`src/rtl/pnmon_pkg.sv`:
```
package pnmon_pkg;
  // history depth covers the longest generator
  localparam int HIST_W = 23;
  // feedback taps, written as distance back into the bit stream
  localparam int SHORT_TAP_A = 9;
  localparam int SHORT_TAP_B = 5;
  localparam int LONG_TAP_A  = 23;
  localparam int LONG_TAP_B  = 18;

  typedef enum logic {
    SEQ_SHORT = 1'b0,
    SEQ_LONG  = 1'b1
  } seq_kind_e;
endpackage

```
`src/rtl/pnmon_predict.sv`:
```
module pnmon_predict
  import pnmon_pkg::*;
#(
  parameter int SMP_W = 16
) (
  input  logic [HIST_W-1:0] hist_i,
  input  logic              long_i,
  input  logic [SMP_W-1:0]  rx_i,
  input  logic              use_rx_i,
  output logic [SMP_W-1:0]  expect_o,
  output logic [HIST_W-1:0] hist_o
);
  // history bit 0 is the most recent bit; distance k sits at bit k-1
  logic [HIST_W-1:0] gen_h [SMP_W+1];
  logic [HIST_W-1:0] rx_h  [SMP_W+1];

  assign gen_h[0] = hist_i;
  assign rx_h[0]  = hist_i;

  for (genvar i = 0; i < SMP_W; i++) begin : g_step
    logic fb;
    assign fb = (seq_kind_e'(long_i) == SEQ_LONG)
              ? (gen_h[i][LONG_TAP_A-1]  ^ gen_h[i][LONG_TAP_B-1])
              : (gen_h[i][SHORT_TAP_A-1] ^ gen_h[i][SHORT_TAP_B-1]);
    assign expect_o[SMP_W-1-i] = fb;
    assign gen_h[i+1] = {gen_h[i][HIST_W-2:0], fb};
    assign rx_h[i+1]  = {rx_h[i][HIST_W-2:0], rx_i[SMP_W-1-i]};
  end

  assign hist_o = use_rx_i ? rx_h[SMP_W] : gen_h[SMP_W];
endmodule

```
`src/rtl/pnmon_runtrack.sv`:
```
module pnmon_runtrack #(
  parameter int LOSE_RUN = 64,
  parameter int LOCK_RUN = 16
) (
  input  logic clk,
  input  logic rst,
  input  logic valid_i,
  input  logic hit_i,
  output logic oos_o,
  output logic oos_nxt_o
);
  localparam int MW = $clog2(LOSE_RUN + 1);
  localparam int LW = $clog2(LOCK_RUN + 1);
  localparam logic [MW-1:0] MISS_MAX = MW'(LOSE_RUN);
  localparam logic [LW-1:0] HIT_MAX  = LW'(LOCK_RUN);

  logic [MW-1:0] miss_q, miss_n;
  logic [LW-1:0] hit_q, hit_n;
  logic          oos_q, oos_n;

  always_comb begin
    miss_n = miss_q;
    hit_n  = hit_q;
    oos_n  = oos_q;
    if (valid_i) begin
      if (hit_i) begin
        miss_n = '0;
        hit_n  = (hit_q == HIT_MAX) ? hit_q : hit_q + 1'b1;
        if (oos_q && (hit_n == HIT_MAX)) oos_n = 1'b0;
      end else begin
        hit_n  = '0;
        miss_n = (miss_q == MISS_MAX) ? miss_q : miss_q + 1'b1;
        if (!oos_q && (miss_n == MISS_MAX)) oos_n = 1'b1;
      end
    end
  end

  always_ff @(posedge clk) begin
    if (rst) begin
      miss_q <= '0;
      hit_q  <= '0;
      oos_q  <= 1'b1;
    end else begin
      miss_q <= miss_n;
      hit_q  <= hit_n;
      oos_q  <= oos_n;
    end
  end

  assign oos_o     = oos_q;
  assign oos_nxt_o = oos_n;
endmodule

```
`src/rtl/pnmon_channel.sv`:
```
module pnmon_channel
  import pnmon_pkg::*;
#(
  parameter int SMP_W    = 16,
  parameter int LOSE_RUN = 64,
  parameter int LOCK_RUN = 16
) (
  input  logic             clk,
  input  logic             rst,
  input  logic             valid_i,
  input  logic [SMP_W-1:0] data_i,
  input  logic             long_i,
  input  logic             clr_err_i,
  input  logic             clr_oos_i,
  output logic             oos_flag_o,
  output logic             err_flag_o
);
  logic [HIST_W-1:0] hist_q, hist_n;
  logic [SMP_W-1:0]  expect_w;
  logic              hit_w, oos_w, oos_nxt_w;
  logic              oflag_q, oflag_n, eflag_q, eflag_n;

  pnmon_predict #(.SMP_W(SMP_W)) u_pred (
    .hist_i   (hist_q),
    .long_i   (long_i),
    .rx_i     (data_i),
    .use_rx_i (oos_w),
    .expect_o (expect_w),
    .hist_o   (hist_n)
  );

  assign hit_w = (data_i == expect_w);

  pnmon_runtrack #(.LOSE_RUN(LOSE_RUN), .LOCK_RUN(LOCK_RUN)) u_run (
    .clk       (clk),
    .rst       (rst),
    .valid_i   (valid_i),
    .hit_i     (hit_w),
    .oos_o     (oos_w),
    .oos_nxt_o (oos_nxt_w)
  );

  always_comb begin
    oflag_n = oos_nxt_w | (oflag_q & ~clr_oos_i);
    if (oflag_n) eflag_n = 1'b0;
    else eflag_n = (valid_i & ~oos_w & ~hit_w) | (eflag_q & ~clr_err_i);
  end

  always_ff @(posedge clk) begin
    if (rst) begin
      hist_q  <= '0;
      oflag_q <= 1'b1;
      eflag_q <= 1'b0;
    end else begin
      if (valid_i) hist_q <= hist_n;
      oflag_q <= oflag_n;
      eflag_q <= eflag_n;
    end
  end

  assign oos_flag_o = oflag_q;
  assign err_flag_o = eflag_q;
endmodule

```
`src/rtl/pnmon_top.sv`:
```
module pnmon_top #(
  parameter int NUM_CH   = 4,
  parameter int SMP_W    = 16,
  parameter int LOSE_RUN = 64,
  parameter int LOCK_RUN = 16
) (
  input  logic                    clk,
  input  logic                    rst,
  input  logic [NUM_CH-1:0]       smp_valid,
  input  logic [NUM_CH*SMP_W-1:0] smp_data,
  input  logic [NUM_CH-1:0]       pn_long,
  input  logic [NUM_CH-1:0]       clr_err,
  input  logic [NUM_CH-1:0]       clr_oos,
  output logic [NUM_CH-1:0]       oos_flag,
  output logic [NUM_CH-1:0]       err_flag,
  output logic                    any_oos,
  output logic                    any_err
);
  for (genvar c = 0; c < NUM_CH; c++) begin : g_ch
    pnmon_channel #(
      .SMP_W(SMP_W), .LOSE_RUN(LOSE_RUN), .LOCK_RUN(LOCK_RUN)
    ) u_ch (
      .clk        (clk),
      .rst        (rst),
      .valid_i    (smp_valid[c]),
      .data_i     (smp_data[c*SMP_W +: SMP_W]),
      .long_i     (pn_long[c]),
      .clr_err_i  (clr_err[c]),
      .clr_oos_i  (clr_oos[c]),
      .oos_flag_o (oos_flag[c]),
      .err_flag_o (err_flag[c])
    );
  end

  always_ff @(posedge clk) begin
    if (rst) begin
      any_oos <= 1'b1;
      any_err <= 1'b0;
    end else begin
      any_oos <= |oos_flag;
      any_err <= |err_flag;
    end
  end
endmodule

```
`config.mk`:
```
export PLATFORM = sky130hd
export DESIGN_NAME = pnmon_top
export DESIGN_NICKNAME = d
export VERILOG_FILES = /design/src/rtl/pnmon_pkg.sv /design/src/rtl/pnmon_predict.sv /design/src/rtl/pnmon_runtrack.sv /design/src/rtl/pnmon_channel.sv /design/src/rtl/pnmon_top.sv
export SDC_FILE = /design/constraint.sdc
export NUM_CORES = 1
export LEC_CHECK = 0
export BUFFER_PORTS_ARGS = -buffer_cell sky130_fd_sc_hd__buf_2
export CAP_MARGIN = 20
export CORE_ASPECT_RATIO = 0.75
export CORE_MARGIN = 2
export CORE_UTILIZATION = 45
export CTS_BUF_LIST = sky130_fd_sc_hd__clkbuf_8
export DETAILED_ROUTE_END_ITERATION = 8
export PLACE_DENSITY = 0.63
export SLEW_MARGIN = 20
export SYNTH_ARGS = -nofsm -noshare
export SYNTH_HDL_FRONTEND = slang
export SYNTH_SLANG_ARGS = --single-unit
export TNS_END_PERCENT = 50
```
`constraint.sdc`:
```
create_clock -name clk -period 2.7 [get_ports clk]
set_clock_uncertainty 0.1 [all_clocks]
set_input_delay 0.27 -clock clk [delete_from_list [all_inputs] [get_ports clk]]
set_output_delay 0.27 -clock clk [all_outputs]
set_load 0.05 [all_outputs]
```
## Word level (Yosys, flattened, before mapping)

Index checks and enable logic that the tools add are counted.

- Flip-flop bits (word level): 154
- Input bits: 82
- Output and inout port bits: 10
- Word-level logic and storage cells: 340

- Add/subtract/negate cells: 8
- Eq/ne operators: 20
- Mux-type cells: 100
- Bitwise operators: 168
- Reductions and logical operators: 18

Operators by type and width:

| operator | count |
|---|---|
| 1-bit bitwise XOR | 128 |
| 1-bit 2-to-1 mux | 80 |
| 16-bit == test | 4 |
| 16-bit 2-to-1 mux | 4 |
| 7-bit == test (second input constant) | 8 |
| 7-bit 2-to-1 mux | 8 |
| 5-bit == test (second input constant) | 8 |
| 5-bit 2-to-1 mux | 8 |
| 7-bit by 1-bit adder with 7-bit output (second input constant) | 4 |
| 5-bit by 1-bit adder with 5-bit output (second input constant) | 4 |
| 1-bit AND | 16 |
| 1-bit NOT | 16 |
| 1-bit logical AND | 8 |
| 1-bit bitwise OR | 8 |
| 2-bit OR reduction | 4 |
| 4-bit OR reduction | 2 |
| 1-bit zero test | 4 |

## Logic depth before layout (Yosys ltp)

- Depth after elaboration: 13
- Gate-level depth with buffers: 10
- Gate-level depth less buffers: 9

## Cells and area by module

From an unflattened synthesis, not the netlist that was laid out.

- Cell total of the unflattened synthesis: 1,299
- Area total of the unflattened synthesis: 11,353.4 um2

By module, submodules not included:

| module | times used | cells each | area each (um2) | sequential area each (um2) |
|---|---|---|---|---|
| pnmon_channel | 4 | 103 | 1,062.3 | 500.5 |
| pnmon_predict | 4 | 122 | 972.2 | 0.0 |
| pnmon_runtrack | 4 | 98 | 788.3 | 260.2 |
| pnmon_top | 1 | 7 | 62.6 | 40.0 |

## Worst setup path before layout

No wires, ideal clock.

- Kind: reg-to-reg
- Start point: register g_ch[3].u_ch.hist_q[8]
- End point: register g_ch[3].u_ch.u_run.hit_q[0]
- Library setup time: 70 ps
- Data arrival time: 2,489 ps
- Required time: 2,530 ps
- Path slack: 41 ps
- Stages on the path, launching flop included: 11
- Buffers on the path: 3
- Clock period less this slack: 2,659 ps
- Cells stage by stage: dfxtp_1 -> clkbuf_1 -> xor2_1 -> xor2_1 -> mux2i_1 -> a21oi_1 -> or4b_1 -> clkbuf_1 -> buf_2 -> a211o_1 -> a21oi_1

- Longest elaborated chain between the ends: 10
- Elaborated cells between the ends (all ways): 16
- Those cells by class: eq/ne: 1; mux: 7; bitwise: 8

RTL lines:

| item | RTL line | source |
|---|---|---|
| start: declaration | pnmon_channel.sv:18 | `logic [HIST_W-1:0] hist_q, hist_n;` |
| start signal: assignment | pnmon_channel.sv:55 | `if (valid_i) hist_q <= hist_n;` |
| 1-bit bitwise XOR | pnmon_predict.sv:24 | `: (gen_h[i][SHORT_TAP_A-1] ^ gen_h[i][SHORT_TAP_B-1]);` |
| 1-bit 2-to-1 mux | pnmon_predict.sv:23 | `? (gen_h[i][LONG_TAP_A-1] ^ gen_h[i][LONG_TAP_B-1])` |
| 1-bit bitwise XOR | pnmon_predict.sv:24 |  |
| 1-bit 2-to-1 mux | pnmon_predict.sv:23 |  |
| 1-bit bitwise XOR | pnmon_predict.sv:24 |  |
| 1-bit 2-to-1 mux | pnmon_predict.sv:23 |  |
| 1-bit bitwise XOR | pnmon_predict.sv:24 |  |
| 1-bit 2-to-1 mux | pnmon_predict.sv:23 |  |
| 16-bit == test * | pnmon_channel.sv:32 | `assign hit_w = (data_i == expect_w);` |
| 5-bit 2-to-1 mux * | pnmon_runtrack.sv:26 | `if (hit_i) begin` |
| end signal: assignment | pnmon_runtrack.sv:45 | `hit_q <= hit_n;` |
| end: declaration | pnmon_runtrack.sv:18 | `logic [LW-1:0] hit_q, hit_n;` |

Mark *: on every way between the ends. The rest lies on a longest branch, timed or not.
A chain may end at the register's enable or synchronous reset.

## Worst setup path in the final report

- Start point: register g_ch[1].u_ch.hist_q[1]
- End point: register g_ch[1].u_ch.u_run.hit_q[4]

- Longest elaborated chain between the ends: 8
- Elaborated cells between the ends (all ways): 12
- Those cells by class: eq/ne: 1; mux: 6; bitwise: 5

RTL lines:

| item | RTL line |
|---|---|
| start: declaration | pnmon_channel.sv:18 |
| start signal: assignment | pnmon_channel.sv:55 |
| 1-bit bitwise XOR | pnmon_predict.sv:24 |
| 1-bit 2-to-1 mux | pnmon_predict.sv:23 |
| 1-bit bitwise XOR | pnmon_predict.sv:24 |
| 1-bit 2-to-1 mux | pnmon_predict.sv:23 |
| 1-bit bitwise XOR | pnmon_predict.sv:24 |
| 1-bit 2-to-1 mux | pnmon_predict.sv:23 |
| 16-bit == test * | pnmon_channel.sv:32 |
| 5-bit 2-to-1 mux * | pnmon_runtrack.sv:26 |
| end signal: assignment | pnmon_runtrack.sv:45 |
| end: declaration | pnmon_runtrack.sv:18 |

Marks and branches as above.

==> results.toml <==
[clock_network]
cts_max_level = 4
cts-root-buf = "clkbuf_8"
cts_inserted_buffers = 17
cts_sinks = 154
clk_pin_slew_ns = 0.10
clockBufferDepth = 2
clk_latency_ns = 0.47
cts_tree = "built"
cts_setup_buffers = 0

[grt]
antenna_found_initial = 0
grt_pass1_vias = 9583
grt_max_degree = 58
grt_pass1_wl_microns = 49500
grt-ovfl-total = 0
grtUsageTotal_pct = 22.6

[die]
dieArea_sq_um = 27100
coreArea_sq_um = 25100
start_util_pct = 46.1
die_x_microns = 189
pin_count = 92
rows = 50
die_h_microns = 143

[synthesis]
yosys.area_share.simple_pct = 20.6
syn-num-nets = 1533
synth_ff_type = "dfxtp_1"
synth_xor_area_share_pct = 17.8
yosys_warnings = 0
synth_top_cells_by_area = "dfxtp_1, mux2i_1, xor2_1"
synth_top_area_cell = "dfxtp_1"
synthAdderAreaFrac_pct = 1.73
netlist_area_sq_um = 11600
synth_compound_area_share_pct = 17.7
synth_mux_area_share_pct = 9.32
synth_top_family_by_area = "simple AND/OR/NAND/NOR gates"
synth_edf_count = 0
synth_cell_types = 80
yosys.area.top_type_share_pct = 26.6
synth_seq_cells = 154
ys_seq_area_share_pct = 26.6
async_flop_share_pct = 0
syn_area_per_cell_sq_um = 8.07
synthCells = 1435

[cells_and_area]
postLayoutCellArea_sq_um = 13100
fillCellCount = 2486
syn_to_final_growth_pct = 13.1
fin_cells = 1868
seqCellArea_sq_um = 3090
final_core_util_pct = 52.1
final_common_cell = "dfxtp_1"
n_antenna_cell = 0
multi_input_area_sq_um = 7850
drive_gt1_share_pct = 16.4
layout_common_cells = "dfxtp_1, nor2_1, nand2_1"
fin_nets = 1615

[timing]
timing.final.crit_period_ns = 2.64
finalSetupViolations = 0
slew_headroom_pct = 49.3
hold_violations = 0
max_freq_mhz = 378
hold-worst-slack_ns = 0.0437
maxSlewViolCount = 0
tns_ns = 0
worst_pin_slew_ns = 0.760
fin_crit_sh_pct = 97.9
rsz0062_at_grt = "yes"
fin_ws_ns = 0.0556

[worst_setup_path]
worstPathArrival_ns = 2.96
cp-start-kind = "flop"
worstPathRequired_ns = 3.02
cp_max_fo = 12
cp-end-kind = "flop"
worstSetupPathType = "reg2reg"

[routing]
drt_iter0_drc = 696
routed_wirelength_microns = 30600
wl_met2_microns = 12800
wl_met1_microns = 15700
vias_per_cell = 5.58
vias = 10400
ant_nets = 0
dr.pass1.iters = 5
wl_per_cell_microns = 16.4
highest_layer = "met4"
met3_length_microns = 1660
drc = 0

[pwr]
p_leak_nw = 5.48
total_power_mw = 5.75
p_per_area_nw_per_um2 = 439
ir_worst_vdd_mv = 0.286

[place]
port_buffers = 91
dp.cells = 1831
place_area_sq_um = 12600
gp_congestion = 0.940
hpwlAfterDp_microns = 22000
post-place-ws_ns = 0.0171

[min_path]
min_path_type = "in2reg"

[run]
cap_viol_max_count = 0

[status]
outcome = "finished, final reports clean"
[cell type report]
cell class | count | area share (%)
clock inverter | 11 | 0.850
clock buffer | 21 | 2.21
tap | 338 | 3.23
sequential | 154 | 23.6
multi-input combinational | 1116 | 59.9
timing repair buffer | 186 | 9.03
inverter | 42 | 1.20
[repair_timing]
action                     CTS  global route
hold endpoints to repair     5             0
setup endpoints to repair    0            31
resized for setup            0            18
hold buffers                 5             0
[routing by layer]
metal / vias to the layer above / GRT usage [%]
met5: - / 0
met4: 0 / 5.88
li1: 5194 / -
met2: 283 / 33.1
met1: 4921 / 33.9
met3: 31 / 3.86
[critical path, stage by stage, from the launching register on]
cell and delay, ns:
dfxtp_1 0.54, xor2_1 0.28, buf_4 0.21, mux2i_1 0.09, a211oi_1 0.29, o311a_1 0.23, nand4_1 0.17, buf_4 0.26
o32a_1 0.35, nor2_1 0.08
[Yosys cell counts (all sizes together), types with 7 or more instances]
| cell type | instances |
|---|---|
| a211o | 8 |
| a211oi | 28 |
| a21oi | 63 |
| a31oi | 9 |
| and2 | 11 |
| and3 | 7 |
| buf | 56 |
| clkbuf | 67 |
| dfxtp | 154 |
| ha | 16 |
| inv | 41 |
| mux2 | 7 |
| mux2i | 100 |
| nand2 | 125 |
| nand2b | 44 |
| nand3 | 34 |
| nand3b | 7 |
| nand4 | 16 |
| nor2 | 132 |
| nor2b | 12 |
| nor3 | 24 |
| nor3b | 10 |
| nor4 | 9 |
| nor4b | 8 |
| o211ai | 35 |
| o21ai | 75 |
| o22ai | 17 |
| o31ai | 8 |
| o32a | 8 |
| or3 | 7 |
| xnor2 | 89 |
| xnor3 | 14 |
| xor2 | 103 |
[flip-flops by register name, indices dropped and copies added, names as in the netlist]
register,flops
g_ch.u_ch.oos_flag_o,4
g_ch.u_ch.u_run.miss_q,28
any_err,1
any_oos,1
g_ch.u_ch.u_run.oos_o,4
g_ch.u_ch.hist_q,92
g_ch.u_ch.u_run.hit_q,20
g_ch.u_ch.err_flag_o,4
[power by group]
group	switching, mW	internal, mW	total, mW
clock network	0.965	0.839	1.80
logic	0.777	0.684	1.46
registers	0.126	2.36	2.49
total	1.87	3.88	5.75
[path summary, 6_finish.rpt]
kind / from / end / slack, ns / depth (start not counted)
max: g_ch[1].u_ch.hist_q[1] / g_ch[1].u_ch.u_run.hit_q[4] / 0.06 / 9
min: clr_oos[0] / g_ch[0].u_ch.err_flag_o / 0.04 / 4
max reg2reg: g_ch[1].u_ch.hist_q[1] / g_ch[1].u_ch.u_run.hit_q[4] / 0.06 / 9
min reg2reg: g_ch[2].u_ch.u_run.miss_q[6] / g_ch[2].u_ch.u_run.miss_q[6] / 0.40 / 2
[kinds of logic after synthesis]
kind of cell,after synthesis
muxes,107
buffers and inverters,165
adders and majority gates,16
AOI/OAI and AO/OA,309
DFF,154
and+or+nand+nor,476
xor gates and xnor gates,208
Note: power is estimated with default switching activity, not from simulation.
